==> config.mk <==
export PLATFORM = sky130hd
export DESIGN_NAME = lcd_init_seq
export DESIGN_NICKNAME = d
export VERILOG_FILES = /design/src/rtl/lcd_init_pkg.sv /design/src/rtl/lcd_init_steps.sv /design/src/rtl/lcd_init_timer.sv /design/src/rtl/lcd_init_route.sv /design/src/rtl/lcd_init_seq.sv
export SDC_FILE = /design/constraint.sdc
export NUM_CORES = 1
export LEC_CHECK = 0
export BUFFER_PORTS_ARGS = -buffer_cell sky130_fd_sc_hd__buf_2
export CORE_MARGIN = 2
export CORE_UTILIZATION = 30
export DETAILED_ROUTE_END_ITERATION = 12
export PLACE_DENSITY = 0.53
export SLEW_MARGIN = 40
export SYNTH_ARGS = -nofsm -noshare
export SYNTH_HDL_FRONTEND = slang
export SYNTH_SLANG_ARGS = --single-unit
export TNS_END_PERCENT = 10
==> constraint.sdc <==
create_clock -name clk -period 4.7 [get_ports clk]
set_input_delay 0.47 -clock clk [delete_from_list [all_inputs] [get_ports clk]]
set_output_delay 0.47 -clock clk [all_outputs]
set_load 0.03 [all_outputs]
==> src/rtl/lcd_init_pkg.sv <==
package lcd_init_pkg;

  typedef enum logic [1:0] {
    ST_WAIT,
    ST_ISSUE,
    ST_DONE
  } seq_state_t;

  typedef enum logic [1:0] {
    GAP_CMD,
    GAP_SHORT,
    GAP_LONG,
    GAP_CLEAR
  } gap_sel_t;

  typedef struct packed {
    logic [7:0] code;
    logic       nib_only;
    gap_sel_t   gap;
  } init_xfer_t;

  localparam int unsigned NUM_STEPS = 7;
  localparam int unsigned STEP_W    = $clog2(NUM_STEPS + 1);

  function automatic int unsigned max2(input int unsigned a, input int unsigned b);
    return (a > b) ? a : b;
  endfunction

endpackage

==> src/rtl/lcd_init_steps.sv <==
module lcd_init_steps
  import lcd_init_pkg::*;
(
  input  logic [STEP_W-1:0] step,
  input  logic              cfg_two_line,
  input  logic              cfg_tall_font,
  input  logic              cfg_cursor,
  input  logic              cfg_blink,
  input  logic              cfg_increment,
  input  logic              cfg_shift,
  output init_xfer_t        xfer
);

  always_comb begin
    xfer = '{code: 8'h00, nib_only: 1'b0, gap: GAP_CMD};
    case (step)
      STEP_W'(0): xfer = '{code: 8'h30, nib_only: 1'b1, gap: GAP_LONG};
      STEP_W'(1): xfer = '{code: 8'h30, nib_only: 1'b1, gap: GAP_SHORT};
      STEP_W'(2): xfer = '{code: 8'h20, nib_only: 1'b1, gap: GAP_CMD};
      STEP_W'(3): xfer = '{code: {4'b0010, cfg_two_line, cfg_tall_font, 2'b00},
                           nib_only: 1'b0, gap: GAP_CMD};
      STEP_W'(4): xfer = '{code: {5'b00001, 1'b1, cfg_cursor, cfg_blink},
                           nib_only: 1'b0, gap: GAP_CMD};
      STEP_W'(5): xfer = '{code: 8'h01, nib_only: 1'b0, gap: GAP_CLEAR};
      STEP_W'(6): xfer = '{code: {6'b000001, cfg_increment, cfg_shift},
                           nib_only: 1'b0, gap: GAP_CMD};
      default:    xfer = '{code: 8'h00, nib_only: 1'b0, gap: GAP_CMD};
    endcase
  end

endmodule

==> src/rtl/lcd_init_timer.sv <==
module lcd_init_timer #(
  parameter int unsigned CNT_W = 8
) (
  input  logic             clk,
  input  logic             load,
  input  logic [CNT_W-1:0] load_val,
  output logic             expired
);

  logic [CNT_W-1:0] cnt_q;

  always_ff @(posedge clk) begin
    if (load) begin
      cnt_q <= load_val;
    end else if (cnt_q != '0) begin
      cnt_q <= cnt_q - 1'b1;
    end
  end

  assign expired = (cnt_q == '0);

endmodule

==> src/rtl/lcd_init_route.sv <==
module lcd_init_route (
  input  logic       done,
  input  logic       seq_valid,
  input  logic [7:0] seq_byte,
  input  logic       seq_nib,
  output logic       seq_ready,
  input  logic       host_valid,
  input  logic       host_rs,
  input  logic [7:0] host_byte,
  output logic       host_ready,
  input  logic       eng_ready,
  output logic       eng_valid,
  output logic       eng_rs,
  output logic [7:0] eng_byte,
  output logic       eng_nibble_only
);

  always_comb begin
    if (done) begin
      eng_valid       = host_valid;
      eng_rs          = host_rs;
      eng_byte        = host_byte;
      eng_nibble_only = 1'b0;
      host_ready      = eng_ready;
      seq_ready       = 1'b0;
    end else begin
      eng_valid       = seq_valid;
      eng_rs          = 1'b0;
      eng_byte        = seq_byte;
      eng_nibble_only = seq_nib;
      host_ready      = 1'b0;
      seq_ready       = eng_ready;
    end
  end

endmodule

==> src/rtl/lcd_init_seq.sv <==
module lcd_init_seq
  import lcd_init_pkg::*;
#(
  parameter int unsigned T_POWER      = 750000,
  parameter int unsigned T_SYNC_LONG  = 205000,
  parameter int unsigned T_SYNC_SHORT = 5000,
  parameter int unsigned T_CMD        = 2500,
  parameter int unsigned T_CLEAR      = 102500
) (
  input  logic       clk,
  input  logic       rst,
  input  logic       cfg_two_line,
  input  logic       cfg_tall_font,
  input  logic       cfg_cursor,
  input  logic       cfg_blink,
  input  logic       cfg_increment,
  input  logic       cfg_shift,
  input  logic       host_valid,
  output logic       host_ready,
  input  logic       host_rs,
  input  logic [7:0] host_byte,
  output logic       eng_valid,
  input  logic       eng_ready,
  output logic       eng_rs,
  output logic [7:0] eng_byte,
  output logic       eng_nibble_only,
  output logic       init_done
);

  localparam int unsigned T_MAX = max2(max2(T_POWER, T_SYNC_LONG),
                                       max2(max2(T_SYNC_SHORT, T_CMD), T_CLEAR));
  localparam int unsigned CNT_W = $clog2(T_MAX + 1);

  seq_state_t        state_q;
  logic [STEP_W-1:0] step_q;
  init_xfer_t        xfer;
  logic              seq_ready;
  logic              accept;
  logic              tmr_load;
  logic              tmr_expired;
  logic [CNT_W-1:0]  tmr_val;
  logic [CNT_W-1:0]  gap_val;

  lcd_init_steps steps_i (
    .step          (step_q),
    .cfg_two_line  (cfg_two_line),
    .cfg_tall_font (cfg_tall_font),
    .cfg_cursor    (cfg_cursor),
    .cfg_blink     (cfg_blink),
    .cfg_increment (cfg_increment),
    .cfg_shift     (cfg_shift),
    .xfer          (xfer)
  );

  always_comb begin
    case (xfer.gap)
      GAP_LONG:  gap_val = CNT_W'(T_SYNC_LONG - 1);
      GAP_SHORT: gap_val = CNT_W'(T_SYNC_SHORT - 1);
      GAP_CLEAR: gap_val = CNT_W'(T_CLEAR - 1);
      default:   gap_val = CNT_W'(T_CMD - 1);
    endcase
  end

  assign accept   = (state_q == ST_ISSUE) && seq_ready;
  assign tmr_load = rst || accept;
  assign tmr_val  = rst ? CNT_W'(T_POWER - 1) : gap_val;

  lcd_init_timer #(.CNT_W(CNT_W)) timer_i (
    .clk      (clk),
    .load     (tmr_load),
    .load_val (tmr_val),
    .expired  (tmr_expired)
  );

  always_ff @(posedge clk) begin
    if (rst) begin
      state_q <= ST_WAIT;
      step_q  <= '0;
    end else begin
      case (state_q)
        ST_WAIT: begin
          if (tmr_expired) begin
            state_q <= (step_q == STEP_W'(NUM_STEPS)) ? ST_DONE : ST_ISSUE;
          end
        end
        ST_ISSUE: begin
          if (seq_ready) begin
            step_q  <= step_q + 1'b1;
            state_q <= ST_WAIT;
          end
        end
        default: state_q <= ST_DONE;
      endcase
    end
  end

  assign init_done = (state_q == ST_DONE);

  lcd_init_route route_i (
    .done            (init_done),
    .seq_valid       (state_q == ST_ISSUE),
    .seq_byte        (xfer.code),
    .seq_nib         (xfer.nib_only),
    .seq_ready       (seq_ready),
    .host_valid      (host_valid),
    .host_rs         (host_rs),
    .host_byte       (host_byte),
    .host_ready      (host_ready),
    .eng_ready       (eng_ready),
    .eng_valid       (eng_valid),
    .eng_rs          (eng_rs),
    .eng_byte        (eng_byte),
    .eng_nibble_only (eng_nibble_only)
  );

endmodule

; Yosys cells after proc, flatten, opt, wreduce, memory -nomap -nowiden
; Index checks and enable logic that the tools add are counted.
[word_totals]
ff_bits = 25
elab_cells = 43
inputBits = 19
[op_classes]
n_eq_ne = 14
muxes = 15
n_reduce_logical = 9
n_addsub = 2
[ops]
columns = op, count
row1 = $pmux 9 s7, 1
row2 = $mux 20, 3
row3 = $pmux 18 s3, 1
row4 = $logic_not 20->1, 1
row5 = $reduce_bool 20->1, 1
row6 = $sub 20x1->20 const B, 1
row7 = $eq 3x3->1 const B, 4
row8 = $mux 8, 1
row9 = $eq 2x2->1 const B, 3
row10 = $eq 3x2->1 const B, 2
row11 = $mux 2, 3
row12 = $mux 1, 5
row13 = $eq 2x1->1 const B, 2
row14 = $pmux 2 s2, 1
row15 = $reduce_and 2->1, 2
row16 = $add 3x1->3 const B, 1
row17 = $eq 3x1->1 const B, 1
row18 = $logic_not 3->1, 1
row19 = $logic_not 2->1, 1
row20 = $ne 2x1->1 const B, 1
row21 = $ne 2x2->1 const B, 1
row22 = $reduce_bool 2->1, 1
row23 = $logic_and 1x1->1, 1
row24 = $logic_or 1x1->1, 1

; Depth between registers and ports, before layout
; Gate-level depths: netlist of the first run.
[logic_depth]
ltp_word = 6
mapped_depth = 8
mapped_depth_nobuf = 8

; Modules after synthesis
; From an unflattened synthesis of the first run, not the netlist that was laid out.
[unflattened]
cells_unflattened = 207
hier_area_um2 = 1979.4
[modules_own_cells]
columns = mod, cells_per_inst, area_each_um2, seq_area_each_um2, instances
row1 = lcd_init_timer, 122, 1236.2, 600.6, 1
row2 = lcd_init_seq, 50, 441.7, 100.1, 1
row3 = lcd_init_route, 14, 167.7, 0.0, 1
row4 = lcd_init_steps, 21, 133.9, 0.0, 1

; Worst setup path before layout of the first run
; No wires, ideal clock.
[synth_path]
path_kind = reg-to-output
startpoint = register step_q[0]
endpoint = output eng_byte[2]
required_ns = 4.230
arrival_ns = 1.738
path_stages_with_launch = 6
path_slack_ns = 2.492
path_cell_list = dfxtp_1 > ha_1 > ha_1 > a21oi_1 > o22a_1 > o21ai_0
[synth_via]
elab_chain_len = 3
[synth_lines]
columns = item, line_no
row1 = from (decl), lcd_init_seq.sv:35  ; logic [STEP_W-1:0] step_q;
row2 = from (signal assigned), lcd_init_seq.sv:88  ; step_q <= step_q + 1'b1;
row3 = "$eq 3x3->1, or another cell as far along", lcd_init_steps.sv:16  ; case (step)
row4 = $pmux 9 s7 (*), lcd_init_steps.sv:16
row5 = $mux 8 (*), lcd_init_route.sv:19  ; if (done) begin
row6 = to (decl), lcd_init_seq.sv:25  ; output logic [7:0] eng_byte,
; Mark *: on every way between the ends. The rest lies on a longest branch, timed or not.

; Final worst setup path of the first run
[layout_path]
startpoint = register state_q[1]
endpoint = output eng_byte[3]
[layout_via]
elab_chain_len = 2
[layout_lines]
columns = item, line_no
row1 = from (decl), lcd_init_seq.sv:34  ; seq_state_t state_q;
row2 = from (signal assigned), lcd_init_seq.sv:83  ; state_q <= (step_q == STEP_W'(NUM_STEPS)) ? ST_DONE : ST_ISSUE;
row3 = $eq 2x2->1, lcd_init_seq.sv:97  ; assign init_done = (state_q == ST_DONE);
row4 = $mux 8, lcd_init_route.sv:19
; No other way between the ends.

==> flow_summary_export.csv, run 1 <==
group,metric,value,unit
status,status,"complete, no violations",
timing,fin_setup_tns,0,ns
route,wl_per_cell,14.5,um
clocking,cts_root_buf,"clkbuf_8",
timing,finalSetupViolations,0,
clocking,cts.path.max_buffers,2,
critical_path,path_delay_family,"simple AND/OR/NAND/NOR gates",
power_and_ir_drop,p_total,0.396,mW
hold_path,hold_class,"reg2reg",
yosys,synth_xor_xnor_area_share,4.15,%
clocking,clk_pin_slew,0.10,ns
route,vias,1606,
clocking,clock_latency,0.28,ns
clocking,h-tree-depth,1,
layout,layout-drive-gt1-share,18.3,%
yosys,synth_area,0.00190,mm^2
clocking,clock-sinks,25,
yosys,synthesis.nets,245,
yosys,synth_compound_area_share,16.6,%
critical_path,cp_cell_sequence,"inv_1 > nor2_1 > a211oi_1 > a21o_1 > buf_2",
floorplan,dieArea,0.00698,mm^2
yosys,ys_warn_count,0,
route,antenna_left,0,
place,dp.final_hpwl,3210,um
power_and_ir_drop,p_per_area,185,mW/mm^2
layout,fillers,653,
critical_path,critPathBufInv,2,
floorplan,initial_core_util,31.5,%
floorplan,rows,28,
grt,grtUsageTotal,13.3,%
hold_path,hold_depth,2,
critical_path,rr_worst_depth,4,
route,drtPass1Iterations,4,
critical_path,cp-start-kind,"flop",
layout,utilization,35.6,%
yosys,synthMuxAreaShare,1.05,%
yosys,synth-simple-area-share,26.5,%
route,route.detailed.drc,0,
timing,rsz0062_at_grt,"no",
layout,n_antenna_cell,0,
timing,finalHoldViolCount,0,
grt,overflow,0,
yosys,synthAdderAreaFrac,9.88,%
layout,mostFrequentLayoutCells,"buf_2 (31), nor2_1 (22), nand2_1 (20), edfxtp_1 (20), nor3_1 (16)",
critical_path,slowest_delay,0.58,ns
layout,layout_commonest_cell,"buf_2",
critical_path,cp_slowest_cell,"nor2_1",
critical_path,arrival,1.89,ns
timing,slew_headroom,44.3,%
grt,grt_antenna_before_repair,0,
critical_path,worst-setup-path-type,"reg2out",
timing,period_needed,2.36,ns
yosys,synth_ff_type,"edfxtp_1",
yosys,ys_seq_area_share,36.9,%
clocking,hold_buffers,0,
floorplan,core_area,0.00603,mm^2
route,via_per_inst,5.18,
clocking,postCtsSetupRepairBufs,0,
floorplan,pin_count,32,
yosys,netlist_instances,211,
power_and_ir_drop,leakagePower,0.796,nW
clocking,ctsResizeCount,0,
clocking,cts_tree,"done",
place,globalplace.congestion,0.777,
yosys,syn_avg_cell_area,9.00,um^2
critical_path,required,4.23,ns
critical_path,cp.depth,5,
yosys,ys_async_sr_fraction,0,%
job,drv_cap,0,
floorplan,die_x,83.6,um
layout,area_delta_synth_final,13.0,%
critical_path,end_kind,"output pin",
timing,period_share,50.3,%
timing,worst_clock_skew,0.0118,ns
route,wirelength,4510,um
clocking,cts_made_buffers,3,
timing,worstMarginPinSlew,0.833,ns
floorplan,fp.dieH,83.6,um
power_and_ir_drop,peakVddDrop,0.104,mV
yosys,ys_types,47,
grt,grt_pass1_wl,7690,um
timing,fmax,423,MHz
timing,report.final.slew_viol_count,0,
route,first_iter_violations,102,
yosys,synth_top_family_by_area,"simple AND/OR/NAND/NOR gates",
yosys,synth-seq-cells,25,
place,port_buffers,31,
grt,grt_pass1_vias,1592,
yosys,synth_edf_count,20,
grt,grt_max_degree,31,
critical_path,crit_fanout,13,
layout,fin_nets,270,
[path summary, 6_finish.rpt]
| path | from | to | slack, ns |
|---|---|---|---|
| setup / recovery | state_q[1] | eng_byte[3] | 2.34 |
| hold / removal | step_q[1] | step_q[1] | 0.51 |
| setup reg to reg | timer_i.cnt_q[4] | timer_i.cnt_q[17] | 2.40 |
| hold reg to reg | step_q[1] | step_q[1] | 0.51 |
[layer usage]
metal	part of all wire [%]	vias up	wire length, um	track usage (%)
met1	49	751	2210	18.4
met2	47	22	2130	21.4
li1	-	827	-	-
met5	0	-	0	0
met3	2.3	6	105	2.27
met4	1.5	0	68	3.67
[final cells by class]
class,count,area (um^2),share of cell area (%)
multi-input combinational,164,1110,51.6
sequential,25,701,32.6
timing repair buffer,31,155,7.23
tap,75,93.8,4.37
clock buffer,3,41.3,1.92
inverter,11,41.3,1.92
clock inverter,1,7.51,0.350
[where the power goes]
group          leakage (nW)  total [mW]  switching [mW]  internal, mW
sequential            0.233       0.241         0.00287         0.238
clock                0.0217       0.134          0.0739        0.0602
combinational         0.541      0.0211          0.0119       0.00923
total                 0.796       0.396          0.0887         0.308
[stage by stage]
stage | hold WS (ns) | instance area [um^2] | cells | setup slack [ns]
final | 0.507 | 2150 | 310 | 2.34
after global routing | 0.553 | 2150 | 310 | 2.06
after CTS | 0.514 | 2150 | 310 | 2.29
after detailed placement | 0.502 | 2100 | 306 | 2.36
after global placement | 0.488 | 2100 | 306 | 2.13
after floorplan | 0.469 | 1900 | 211 | 2.49
[cell families after synthesis]
group,Yosys count
AOI/OAI and AO/OA,46
DFF,25
adders and majority gates,15
and+or+nand+nor,92
buffers and inverters,22
muxes,2
xor gates and xnor gates,9
[flip-flops by register name, indices dropped and copies added, names as in the netlist]
signal,count
timer_i.cnt_q,20
state_q,2
step_q,3
[cell usage after synthesis, types with 6 or more instances]
cell      count  share of area (%)
nor2_1       22                4.3
nand2_1      21                4.2
edfxtp_1     20                 32
nor3_1       16                4.2
ha_1         15                9.9
inv_1        11                2.2
o21ai_0      10                2.6
clkbuf_1      9                1.8
a211oi_1      6                2.4
a21oi_1       6                1.6
nand4_1       6                2.0
[worst register-to-register path: cells and delay by family, from the launching register on]
kind / cells / cell delay [ns]
AND/OR/NAND/NOR: 3 / 1.24
flip-flops: 1 / 0.50
AO/OA/AOI/OAI: 1 / 0.33
(Power assumes the default switching activity.)
==> run 2: changes to the inputs <==
Clock period 4.7 ns to 2.45 ns, I/O delays scaled along.
==> flow_summary_export.csv, run 2 (synthesis gave the netlist of run 1 again) <==
group,metric,value,unit
hold_path,holdCritStartpoint,"eng_ready",
timing,finalSetupViolations,0,
power_and_ir_drop,p_total,0.758,mW
timing,slew_headroom,56.0,%
route,via_per_inst,5.11,
route,route.detailed.drc,0,
critical_path,worst-setup-path-type,"reg2reg",
layout,stdcell_area,0.00221,mm^2
route,first_iter_violations,78,
clocking,ctsResizeCount,0,
place,globalplace.congestion,0.814,
power_and_ir_drop,leakagePower,0.841,nW
layout,n_antenna_cell,0,
timing,finalHoldViolCount,0,
layout,area_delta_synth_final,16.3,%
power_and_ir_drop,peakVddDrop,0.184,mV
clocking,h-tree-depth,1,
critical_path,cp-start-kind,"flop",
floorplan,die_x,83.6,um
grt,grt_antenna_before_repair,0,
place,port_buffers,31,
clocking,clock-sinks,25,
critical_path,crit_fanout,7,
layout,final_cell_count_no_fill,319,
layout,largest-register,"timer_i.cnt_q",
hold_path,hold_depth,3,
clocking,cts_tree,"done",
layout,reg_top3,"timer_i.cnt_q x20, step_q x3, state_q x2",
status,status,"complete, no violations",
clocking,clk_pin_slew,0.09,ns
grt,overflow,0,
hold_path,hold_class,"in2reg",
clocking,cts.path.max_buffers,2,
power_and_ir_drop,p_per_area,343,mW/mm^2
clocking,cts_made_buffers,3,
layout,layout_commonest_cell,"buf_2",
critical_path,end_kind,"flop",
timing,worst_clock_skew,0.00270,ns
timing,fin_setup_tns,0,ns
timing,period_needed,2.19,ns
timing,setup_slack,0.264,ns
floorplan,pin_count,32,
place,dpl-instance-area,0.00216,mm^2
critical_path,rrSetupSlack,0.26,ns
floorplan,dieArea,0.00698,mm^2
timing,report.final.slew_viol_count,0,
place,dp_slack,0.299,ns
layout,fin_nets,279,
timing,period_share,89.2,%
clocking,postCtsSetupRepairBufs,0,
grt,grtUsageTotal,12.7,%
route,wl_per_cell,13.7,um
place,numPlacedInstances,315,
timing,rsz0062_at_grt,"no",
layout,largest_reg_flops,20,
job,drv_cap,0,
route,antenna_left,0,
floorplan,rows,28,
grt,grt_pass1_wl,7410,um
floorplan,initial_core_util,31.5,%
floorplan,fp.dieH,83.6,um
grt,grt_pass1_vias,1539,
floorplan,core_area,0.00603,mm^2
layout,mostFrequentLayoutCells,"buf_2 (31), nor2_1 (22), nand2_1 (21), edfxtp_1 (20), nor3_1 (16)",
timing,worstMarginPinSlew,0.655,ns
critical_path,timing.rr.end,"timer_i.cnt_q[17]",
timing,fmax,458,MHz
grt,grt_max_degree,31,
route,drtPass1Iterations,4,
critical_path,rr_worst_depth,8,
critical_path,required,2.48,ns
place,dp.final_hpwl,3250,um
clocking,cts_root_buf,"clkbuf_8",
route,wirelength,4380,um
critical_path,arrival,2.21,ns
layout,layout-drive-gt1-share,20.5,%
clocking,clock_latency,0.27,ns
route,vias,1631,
clocking,hold_buffers,0,
hold_path,min_to,"state_q[0]",
critical_path,r2r_start,"step_q[0]",
==> run 2: critical path, cell delays in order (launching register included) <==
cell and delay (ns):
dfxtp_1 0.44, inv_1 0.09, ha_1 0.28, mux2i_1 0.31, inv_1 0.14, ha_1 0.23, nor3_1 0.27, nor2_1 0.07
o311a_1 0.12
==> run 2: how the worst max path moves through the flow <==
stage                              endpoint      start  cells after the start  slack (ns)
after global placement    timer_i.cnt_q[17]  step_q[0]                      8        0.39
after detailed placement  timer_i.cnt_q[17]  step_q[0]                      8        0.30
final                     timer_i.cnt_q[17]  step_q[0]                      8        0.26
after floorplan                 eng_byte[2]  step_q[0]                      5        0.47
after CTS                 timer_i.cnt_q[17]  step_q[0]                      8        0.29
after global routing      timer_i.cnt_q[17]  step_q[0]                      8        0.09
==> run 2: power breakdown <==
group / internal [mW] / total, mW / switching, mW / leakage [nW]
Clock: 0.116 / 0.253 / 0.137 / 0.0228
Combinational: 0.0194 / 0.0418 / 0.0224 / 0.584
Sequential: 0.457 / 0.462 / 0.00545 / 0.233
Total: 0.593 / 0.758 / 0.165 / 0.841
==> run 2: area by class of cell <==
type	count	area (um^2)
Tap cell	75	93.8
Inverter	11	41.3
Clock buffer	4	45.0
Timing Repair Buffer	40	223
Fill cell	641	3820
Sequential cell	25	701
Multi-Input combinational cell	164	1100
==> run 2: per-layer routing <==
| layer | track usage, % | routed length, um |
|---|---|---|
| met3 | 1.38 | 82 |
| met5 | 0 | 0 |
| met1 | 18.0 | 2230 |
| met2 | 19.5 | 1990 |
| met4 | 5.28 | 77 |
==> run 2: stage by stage <==
stage          hold WS (ns)  utilization, %
3_3_place_gp          0.483            35.9
4_1_cts               0.353            36.6
5_1_grt               0.366            36.6
2_1_floorplan         0.469               -
6_report              0.354            36.6
3_5_place_dp          0.504            35.9
==> run 3: changes to the inputs <==
Settings changed: SYNTH_HIERARCHICAL set to 1.
==> flow_summary_export.csv, run 3 <==
group,metric,value,unit
layout,mostFrequentLayoutCells,"buf_2 (31), nand2_1 (21), edfxtp_1 (20), o21ai_0 (17), nor2_1 (14)",
layout,largest-register,"timer_i/cnt_q",
critical_path,end_kind,"flop",
route,route.detailed.drc,0,
critical_path,arrival,2.56,ns
grt,grt_pass1_vias,1518,
power_and_ir_drop,leakagePower,0.960,nW
yosys,yosys.area.top_type,"edfxtp_1",
floorplan,rows,29,
layout,largest_reg_flops,20,
floorplan,pin_count,32,
clocking,clock-sinks,25,
timing,finalSetupViolations,0,
job,drv_cap,0,
clocking,cts_root_buf,"clkbuf_8",
timing,finalHoldViolCount,0,
layout,area_delta_synth_final,17.8,%
floorplan,core_area,0.00635,mm^2
yosys,synth_top_area_share,30.3,%
yosys,yosysMostFrequentCell,"nand2_1",
grt,grt_pass1_wl,6940,um
clocking,cts_made_buffers,3,
route,wl_per_cell,12.3,um
layout,fin_nets,276,
grt,grt_max_degree,35,
critical_path,crit_fanout,3,
route,wirelength,3960,um
timing,period_share,96.4,%
grt,grtUsageTotal,11.7,%
yosys,ys_async_sr_fraction,0,%
layout,layout_commonest_cell,"buf_2",
timing,report.final.slew_viol_count,0,
layout,reg_top3,"timer_i/cnt_q x20, step_q x3, state_q x2",
power_and_ir_drop,p_total,0.914,mW
route,antenna_left,0,
place,dp.final_hpwl,2970,um
place,globalplace.congestion,0.765,
yosys,ys_types,48,
power_and_ir_drop,peakVddDrop,0.177,mV
yosys,netlist_instances,207,
timing,worst_clock_skew,0.00593,ns
yosys,synth_edf_count,20,
yosys,ys_warn_count,6,
layout,layout-drive-gt1-share,32.1,%
critical_path,required,2.64,ns
power_and_ir_drop,p_per_area,392,mW/mm^2
grt,overflow,0,
layout,n_antenna_cell,0,
yosys,synth-seq-cells,25,
route,first_iter_violations,93,
yosys,synth_ff_type,"edfxtp_1",
yosys,synth.area.top_cells,"edfxtp_1 (30%), ha_1 (6.3%), mux2_4 (5.3%)",
route,via_per_inst,4.79,
floorplan,die_x,85.2,um
place,port_buffers,31,
yosys,ys_top_cells_by_count,"nand2_1 (22), edfxtp_1 (20), o21ai_0 (17)",
status,status,"complete, no violations",
timing,period_needed,2.36,ns
floorplan,dieArea,0.00726,mm^2
timing,fmax,423,MHz
grt,grt_antenna_before_repair,0,
timing,setup_slack,0.0881,ns
yosys,syn_avg_cell_area,9.56,um^2
route,vias,1546,
hold_path,hold_class,"in2reg",
clocking,clock_latency,0.27,ns
route,drtPass1Iterations,4,
critical_path,worst-setup-path-type,"reg2reg",
floorplan,fp.dieH,85.2,um
clocking,cts_tree,"done",
yosys,synth_area,0.00198,mm^2
place,dp_slack,-0.0222,ns
critical_path,cp-start-kind,"flop",
yosys,ys_seq_area_share,35.4,%
clocking,h-tree-depth,1,
floorplan,initial_core_util,31.2,%
clocking,cts.path.max_buffers,2,
clocking,clk_pin_slew,0.09,ns
timing,rsz0062_at_grt,"yes",
==> run 3: path summary, 6_finish.rpt <==
path	to	startpoint	slack (ns)	depth (start not counted)
max	state_q[0]	timer_i/cnt_q[17]	0.09	5
min	state_q[1]	rst	0.39	2
max reg2reg	state_q[0]	timer_i/cnt_q[17]	0.09	5
min reg2reg	state_q[0]	state_q[1]	0.50	1
==> run 3: final cells by class <==
class | instances | area [um^2]
clock buffers | 3 | 41.3
clock inverters | 1 | 5.00
flip-flops and latches | 25 | 701
inverters | 8 | 30.0
well taps | 77 | 96.3
fillers | 645 | 4020
repair buffers | 43 | 245
multi-input cells | 166 | 1210
==> run 3: through the flow <==
| stage | instances | utilization [%] | area, um^2 | hold slack, ns | TNS [ns] |
|---|---|---|---|---|---|
| global placement | 317 | 35.7 | 2260 | 0.469 | 0 |
| CTS | 321 | 36.4 | 2310 | 0.392 | 0 |
| finish | 323 | 36.7 | 2330 | 0.391 | 0 |
| detailed placement | 317 | 35.7 | 2260 | 0.493 | -0.0222 |
| floorplan | 211 | - | 2010 | 0.425 | 0 |
| global route | 323 | 36.7 | 2330 | 0.427 | -0.0293 |
==> run 3: kinds of logic (layout without fill, tap and decap cells) <==
logic type	Yosys count	count (layout)	synth area share (%)
simple gates	90	90	28.3
mux	13	13	8.53
other cells	3	7	0.569
flops	25	25	35.4
compound gates	30	30	8.66
buf+inv	20	55	5.12
xor+xnor	16	16	7.08
fa+ha+maj	10	10	6.32
==> run 3: worst max-delay path, stage by stage (launching register included) <==
cell and delay [ns]:
edfxtp_1 0.39, or4_4 0.55, or4_4 0.44, nor4_4 0.29
or3b_4 0.42, a211oi_2 0.18
==> run 3: per-layer routing <==
layer	up-vias	wire, um	part of all wire (%)	global-route usage, %
met2	46	1840	46	19.5
met1	700	1910	48	15.5
met3	2	181	4.6	1.75
li1	798	-	-	-
met5	-	0	0	0
met4	0	29	0.73	3.90
==> run 3: report_power, final <==
group          total (mW)  internal (mW)  switching (mW)
Combinational       0.134         0.0654          0.0682
Clock               0.252          0.114           0.138
Sequential          0.529          0.491          0.0379
Total               0.914          0.670           0.244
==> run 3: timing repair <==
item	in CTS	in global routing
setup buffers	0	2
pin swaps	1	2
hold buffers	0	0
endpoints found under the setup margin	1	1
resized for setup	0	2
